==> config.mk <==
export PLATFORM = sky130hd
export DESIGN_NAME = sem_bank
export DESIGN_NICKNAME = d
export VERILOG_FILES = /design/src/rtl/sem_pkg.sv /design/src/rtl/sem_rst_sync.sv /design/src/rtl/sem_port_dec.sv /design/src/rtl/sem_cell.sv /design/src/rtl/sem_readback.sv /design/src/rtl/sem_bank.sv
export SDC_FILE = /design/constraint.sdc
export NUM_CORES = 1
export LEC_CHECK = 0
export ABC_CLOCK_PERIOD_IN_PS = 1300
export BUFFER_PORTS_ARGS = -buffer_cell sky130_fd_sc_hd__buf_4
export CAP_MARGIN = 10
export CORE_MARGIN = 2
export CORE_UTILIZATION = 59
export CTS_BUF_LIST = sky130_fd_sc_hd__clkbuf_4
export DETAILED_ROUTE_END_ITERATION = 10
export MAX_ROUTING_LAYER = met4
export PLACE_DENSITY = 0.89
export SETUP_SLACK_MARGIN = 0.05
export SKIP_LAST_GASP = 1
export SYNTH_ARGS = -nofsm -noshare
export SYNTH_HDL_FRONTEND = slang
export SYNTH_HIERARCHICAL = 1
export SYNTH_SLANG_ARGS = --single-unit
export TNS_END_PERCENT = 20
==> constraint.sdc <==
create_clock -name clk -period 1.3 [get_ports clk]
set_clock_uncertainty 0.05 [all_clocks]
set_input_delay 0.13 -clock clk [delete_from_list [all_inputs] [get_ports clk]]
set_output_delay 0.13 -clock clk [all_outputs]
set_load 0.005 [all_outputs]
==> src/rtl/sem_pkg.sv <==
package sem_pkg;
  typedef enum logic [1:0] {
    OWN_NONE  = 2'd0,
    OWN_LEFT  = 2'd1,
    OWN_RIGHT = 2'd2
  } owner_e;
endpackage

==> src/rtl/sem_rst_sync.sv <==
module sem_rst_sync (
  input  logic clk,
  input  logic rst_n,
  output logic rst_n_sync
);
  logic [1:0] stage_q;

  always_ff @(posedge clk or negedge rst_n) begin
    if (!rst_n) stage_q <= 2'b00;
    else        stage_q <= {stage_q[0], 1'b1};
  end

  assign rst_n_sync = stage_q[1];
endmodule

==> src/rtl/sem_port_dec.sv <==
module sem_port_dec #(
  parameter int NUM_SEM = 8,
  localparam int IDX_W  = $clog2(NUM_SEM)
) (
  input  logic               en0,
  input  logic               en1_n,
  input  logic               sem_n,
  input  logic               wr_n,
  input  logic [IDX_W-1:0]   idx,
  input  logic               din,
  output logic               hit,
  output logic [NUM_SEM-1:0] claim,
  output logic [NUM_SEM-1:0] release_req
);
  logic wr_hit;

  assign hit    = en0 & ~en1_n & ~sem_n;
  assign wr_hit = hit & ~wr_n;

  for (genvar g = 0; g < NUM_SEM; g++) begin : g_sel
    logic sel;
    assign sel            = (idx == IDX_W'(g));
    assign claim[g]       = wr_hit & sel & ~din;
    assign release_req[g] = wr_hit & sel &  din;
  end
endmodule

==> src/rtl/sem_cell.sv <==
module sem_cell
  import sem_pkg::*;
(
  input  logic clk,
  input  logic rst_n,
  input  logic l_claim,
  input  logic l_rel,
  input  logic r_claim,
  input  logic r_rel,
  output logic own_l,
  output logic own_r,
  output logic pend_l,
  output logic pend_r
);
  owner_e owner_q, owner_d;
  logic   pl_q, pl_d, pr_q, pr_d;
  logic   wait_l, wait_r, upd;

  assign wait_l = (pl_q | l_claim) & ~l_rel;
  assign wait_r = (pr_q | r_claim) & ~r_rel;
  assign upd    = l_claim | l_rel | r_claim | r_rel;

  always_comb begin
    owner_d = owner_q;
    pl_d    = 1'b0;
    pr_d    = 1'b0;
    case (owner_q)
      OWN_NONE: begin
        if (l_claim) begin
          owner_d = OWN_LEFT;
          pr_d    = r_claim;
        end else if (r_claim) begin
          owner_d = OWN_RIGHT;
        end
      end
      OWN_LEFT: begin
        if (l_rel) owner_d = wait_r ? OWN_RIGHT : OWN_NONE;
        else       pr_d    = wait_r;
      end
      OWN_RIGHT: begin
        if (r_rel) owner_d = wait_l ? OWN_LEFT : OWN_NONE;
        else       pl_d    = wait_l;
      end
      default: owner_d = OWN_NONE;
    endcase
  end

  always_ff @(posedge clk or negedge rst_n) begin
    if (!rst_n) begin
      owner_q <= OWN_NONE;
      pl_q    <= 1'b0;
      pr_q    <= 1'b0;
    end else if (upd) begin
      owner_q <= owner_d;
      pl_q    <= pl_d;
      pr_q    <= pr_d;
    end
  end

  assign own_l  = (owner_q == OWN_LEFT);
  assign own_r  = (owner_q == OWN_RIGHT);
  assign pend_l = pl_q;
  assign pend_r = pr_q;
endmodule

==> src/rtl/sem_readback.sv <==
module sem_readback #(
  parameter int NUM_SEM = 8,
  parameter int DATA_W  = 18,
  localparam int IDX_W  = $clog2(NUM_SEM)
) (
  input  logic               clk,
  input  logic               rst_n,
  input  logic               hit,
  input  logic [IDX_W-1:0]   idx,
  input  logic [NUM_SEM-1:0] own,
  output logic [DATA_W-1:0]  dout
);
  logic [DATA_W-1:0] dout_d;

  assign dout_d = {DATA_W{~own[idx]}};

  always_ff @(posedge clk or negedge rst_n) begin
    if (!rst_n)   dout <= '1;
    else if (hit) dout <= dout_d;
  end
endmodule

==> src/rtl/sem_bank.sv <==
module sem_bank #(
  parameter int NUM_SEM = 8,
  parameter int DATA_W  = 18,
  localparam int IDX_W  = $clog2(NUM_SEM)
) (
  input  logic              clk,
  input  logic              rst_n,
  input  logic              l_en0,
  input  logic              l_en1_n,
  input  logic              l_sem_n,
  input  logic              l_wr_n,
  input  logic [IDX_W-1:0]  l_idx,
  input  logic              l_din,
  output logic [DATA_W-1:0] l_dout,
  input  logic              r_en0,
  input  logic              r_en1_n,
  input  logic              r_sem_n,
  input  logic              r_wr_n,
  input  logic [IDX_W-1:0]  r_idx,
  input  logic              r_din,
  output logic [DATA_W-1:0] r_dout
);
  logic               rst_n_sync;
  logic               l_hit, r_hit;
  logic [NUM_SEM-1:0] l_claim, l_rel, r_claim, r_rel;
  logic [NUM_SEM-1:0] own_l, own_r, pend_l, pend_r;

  sem_rst_sync u_rst (.clk(clk), .rst_n(rst_n), .rst_n_sync(rst_n_sync));

  sem_port_dec #(.NUM_SEM(NUM_SEM)) u_dec_l (
    .en0(l_en0), .en1_n(l_en1_n), .sem_n(l_sem_n), .wr_n(l_wr_n),
    .idx(l_idx), .din(l_din), .hit(l_hit), .claim(l_claim), .release_req(l_rel)
  );

  sem_port_dec #(.NUM_SEM(NUM_SEM)) u_dec_r (
    .en0(r_en0), .en1_n(r_en1_n), .sem_n(r_sem_n), .wr_n(r_wr_n),
    .idx(r_idx), .din(r_din), .hit(r_hit), .claim(r_claim), .release_req(r_rel)
  );

  for (genvar g = 0; g < NUM_SEM; g++) begin : g_cell
    sem_cell u_cell (
      .clk(clk), .rst_n(rst_n_sync),
      .l_claim(l_claim[g]), .l_rel(l_rel[g]),
      .r_claim(r_claim[g]), .r_rel(r_rel[g]),
      .own_l(own_l[g]), .own_r(own_r[g]),
      .pend_l(pend_l[g]), .pend_r(pend_r[g])
    );
  end

  sem_readback #(.NUM_SEM(NUM_SEM), .DATA_W(DATA_W)) u_rb_l (
    .clk(clk), .rst_n(rst_n_sync), .hit(l_hit), .idx(l_idx), .own(own_l), .dout(l_dout)
  );

  sem_readback #(.NUM_SEM(NUM_SEM), .DATA_W(DATA_W)) u_rb_r (
    .clk(clk), .rst_n(rst_n_sync), .hit(r_hit), .idx(r_idx), .own(own_r), .dout(r_dout)
  );
endmodule

==> results of run 1 <==
## kinds of logic after synthesis
kind of cell           after synthesis  share of synthesized area
AND/OR/NAND/NOR                    154                      0.347
flip-flops                          36                      0.283
buffers and inverters               64                      0.136
multiplexers                        20                     0.0736
AO/OA/AOI/OAI                       64                      0.160
other                                1                    0.00117
## through the flow
stage / cells / hold WS [ns] / cell area, um^2
after floorplan: 339 / -0.216 / 3630
after global placement: 520 / -0.139 / 4560
after detailed placement: 520 / -0.136 / 4560
==> results.yml, run 1 <==
synth:
  synth.area.top_cells: "dfrtp_1 (27%), buf_4 (8.0%), nor4_2 (6.3%)"
  async_flop_share: 1.00
  ys_ff_latch: 36
  syn_avg_cell_area_um2: 9.42
  synth_cell_types: 34
  synth_edf_count: 0
  synth_top_area_cell: "dfrtp_1"
  synth_top_area_share: 0.266
  synth_area_um2: 3190
  syn_inst: 339
  synthFlopType: "dfrtp_1"
  synth_common_cells: "buf_4 (34), dfrtp_1 (34), nor2_1 (26), nor3_1 (26)"
  ys_seq_area_frac: 0.283
  synth_warnings: 6
  synthesis.nets: 357
floorplan:
  dieHeight_um: 77.6
  fp-row-count: 26
  die_x_um: 77.6
  io_pins: 54
  start_util: 0.618
placement:
  gp_congestion: 0.918
  port_buffers: 53
  pre_cts_ws_ns: -0.941
  dp_hpwl_um: 8140
cts:
  post_cts_resize_count: 47
  cts-hold-fix-buffers: 1
  cts_setup_buffers: 30
  h-tree-depth: 2
  cts_made_buffers: 5
  cts_buffer_depth: 2
  cts_root_buffer: "clkbuf_4"
  cts.sinks: 36
status:
  failing_step: "4_1_cts"
  outcome: "aborted with a tool error"
  toolErrorMsg: "[ERROR DPL-0033] detailed placement checks failed during check placement."
==> inputs of run 2 (changes only) <==
--- a/config.mk
+++ b/config.mk
@@ -9,12 +9,9 @@
 export BUFFER_PORTS_ARGS = -buffer_cell sky130_fd_sc_hd__buf_4
 export CAP_MARGIN = 10
 export CORE_MARGIN = 2
-export CORE_UTILIZATION = 59
-export CTS_BUF_LIST = sky130_fd_sc_hd__clkbuf_4
+export CORE_UTILIZATION = 40
 export DETAILED_ROUTE_END_ITERATION = 10
-export MAX_ROUTING_LAYER = met4
-export PLACE_DENSITY = 0.89
-export SETUP_SLACK_MARGIN = 0.05
+export PLACE_DENSITY_LB_ADDON = 0.15
 export SKIP_LAST_GASP = 1
 export SYNTH_ARGS = -nofsm -noshare
 export SYNTH_HDL_FRONTEND = slang
==> results.yml, run 2 <==
detailed_routing:
  vias: 3108
  wirelength_um: 8930
  first_iter_violations: 80
  wl_per_cell_um: 15.1
  drc: 0
  first_pass_iters: 4
  antenna_left: 0
  vias_per_cell: 5.24
synth:
  synthMuxAreaShare: 0.0736
  synth_area_um2: 3190
  synth_top_area_share: 0.266
  synth_cell_types: 34
  synthXorXnorAreaFrac: 0
  synth_top_family_by_area: "simple AND/OR/NAND/NOR gates"
  synth_common_cells: "buf_4 (34), dfrtp_1 (34), nor2_1 (26), nor3_1 (26)"
  synth_warnings: 6
  synth_compound_area_frac: 0.160
  synth_edf_count: 0
  synth-simple-area-share: 0.347
  syn_avg_cell_area_um2: 9.42
  synth_fa_ha_area_frac: 0
  ys_seq_area_frac: 0.283
  synthesis.nets: 357
  ys_ff_latch: 36
  synth_top_area_cell: "dfrtp_1"
  synthFlopType: "dfrtp_1"
  async_flop_share: 1.00
  syn_inst: 339
  synth.area.top_cells: "dfrtp_1 (27%), buf_4 (8.0%), nor4_2 (6.3%)"
sta:
  final-setup-viol-count: 70
  worst_slack_ns: -0.554
  fmax_mhz: 539
  rsz0062_at_grt: "true"
  hold_viol: 0
  min_period_ns: 1.85
  fin_crit_sh: 1.43
  hold_ws_ns: 0.0975
  maxSlewViolCount: 0
cells_and_area:
  antenna_cells: 0
  area_growth_pct: 60.1
  final_layout_size_suffix_gt1_frac: 0.611
  largest_register_ffs: 16
  regMostFlops: "g_cell.u_cell/owner_q"
  final_common_cell: "buf_4"
  nFillCells: 594
  mostFrequentLayoutCells: "buf_4 (177), dfrtp_1 (34), nor2_1 (24)"
  finalNetCount: 508
  fin_cells: 593
  final_cell_area_um2: 5110
cts:
  clk_pin_slew_ns: 0.08
  cts.sinks: 36
  cts_buffer_depth: 2
  h-tree-depth: 2
  cts_made_buffers: 5
  cts_tree: "done"
  clkLatencyLatePin_ns: 0.30
  cts_root_buffer: "clkbuf_8"
floorplan:
  dieHeight_um: 93.4
  die_x_um: 93.4
  fp-row-count: 32
  io_pins: 54
  start_util: 0.413
  die_area_um2: 8720
  fp.coreArea_um2: 7730
placement:
  gp_congestion: 0.841
  place_area_um2: 4700
  port_buffers: 53
  place_inst: 567
  dp_hpwl_um: 6580
setup_path:
  required_ns: 1.45
  startpoint_type: "input port"
  crit_buf_inv: 2
  cp-end-kind: "flop"
  critPathKind: "in2reg"
  cp_slowest_stage_delay_ns: 0.57
  rrSetupSlack_ns: -0.31
  crit_fanout: 6
  crit_slowest_cell: "or4b_4"
  worstPathArrival_ns: 2.01
  path_delay_family: "simple AND/OR/NAND/NOR gates"
  crit_chain: "buf_6, or4b_4, bufbuf_16, nor3_4, nor4bb_4, a22oi_1, mux2i_1"
power:
  ir_drop_v: 0.000487
  p_leak_nw: 2.44
  p_per_area_nw_per_um2: 572
global_route:
  grt_pass1_wl_um: 14200
  track_usage: 0.205
  grt_pass1_vias: 2972
  globalRouteOverflowTotal: 0
  grt_max_degree: 21
  antenna_found_initial: 0
job:
  drv_cap: 0
status:
  outcome: "complete, but fails checks"
  violations: "negative setup slack"
worst_hold_path:
  hp-class: "in2async"
-- run 2: cell families after synthesis --
| family | after synthesis |
|---|---|
| and+or+nand+nor | 154 |
| AOI/OAI and AO/OA | 64 |
| buffers and inverters | 64 |
| DFF | 36 |
| muxes | 20 |
| other | 1 |
-- run 2: metal layers --
| layer | GRT usage | up-vias | routed length (um) |
|---|---|---|---|
| met5 | 0 | - | 0 |
| met2 | 0.355 | 65 | 4410 |
| li1 | - | 1550 | - |
| met1 | 0.267 | 1480 | 4070 |
| met3 | 0.0282 | 13 | 279 |
| met4 | 0.0600 | 0 | 164 |
-- run 2: power breakdown --
| group | total [W] | switching, W | internal [W] |
|---|---|---|---|
| clock network | 0.00113 | 0.000450 | 0.000678 |
| registers | 0.00120 | 0.0000336 | 0.00116 |
| logic | 0.000600 | 0.000283 | 0.000317 |
-- run 2: path summary, 6_finish.rpt --
| path | from | endpoint | cells past startpoint |
|---|---|---|---|
| max in group asynchronous | u_rst/stage_q[1]$_DFF_PN0_ | u_rb_l/dout[0]$_DFFE_PN1P_ | 1 |
| worst min register to register | u_rst/stage_q[1]$_DFF_PN0_ | g_cell[5].u_cell/owner_q[1]$_DFFE_PN0P_ | 1 |
| worst min-delay path | rst_n | u_rst/stage_q[1]$_DFF_PN0_ | 2 |
| min in group clk | r_sem_n | u_rb_r/dout[0]$_DFFE_PN1P_ | 3 |
| worst max register to register | g_cell[7].u_cell/owner_q[1]$_DFFE_PN0P_ | u_rb_l/dout[0]$_DFFE_PN1P_ | 4 |
| worst max-delay path | l_sem_n | g_cell[1].u_cell/owner_q[1]$_DFFE_PN0P_ | 7 |
-- run 2: metrics by stage --
stage / setup slack (ns) / total power (W) / setup TNS [ns] / util
3_3_place_gp: -0.831 / 0.00177 / -22.97 / 0.609
3_5_place_dp: -0.860 / 0.00178 / -23.56 / 0.609
6_report: -0.554 / 0.00293 / -15.24 / 0.662
4_1_cts: -0.497 / 0.00294 / -15.26 / 0.646
2_1_floorplan: -0.576 / 0.00150 / -15.72 / -
5_1_grt: -0.649 / 0.00305 / -19.46 / 0.662
-- run 2: worst reg2reg max path, delay by kind of cell, from the launching register on --
| family | cells | cell delay, ns |
|---|---|---|
| mux | 3 | 0.87 |
| flops | 1 | 0.41 |
| simple gates | 1 | 0.20 |
-- run 2: area by class of cell --
class / count / area (um^2) / share of cell area
Sequential cell: 36 / 903 / 0.177
Tap cell: 102 / 128 / 0.0250
Clock inverter: 1 / 30.0 / 0.00587
Inverter: 16 / 60.1 / 0.0117
Clock buffer: 7 / 96.3 / 0.0188
Multi-Input combinational cell: 239 / 2320 / 0.453
Timing Repair Buffer: 192 / 1580 / 0.309
-- run 2: timing repair --
| item | in CTS | in global routing |
|---|---|---|
| resized for setup | 10 | 11 |
| hold endpoints to repair | 2 | 0 |
| pin swaps | 19 | 11 |
| hold buffers | 1 | 0 |
| setup endpoints to repair | 70 | 70 |
| cloned | 2 | 0 |
| buffers inserted | 6 | 9 |
Power figures use the tool's default switching activity.
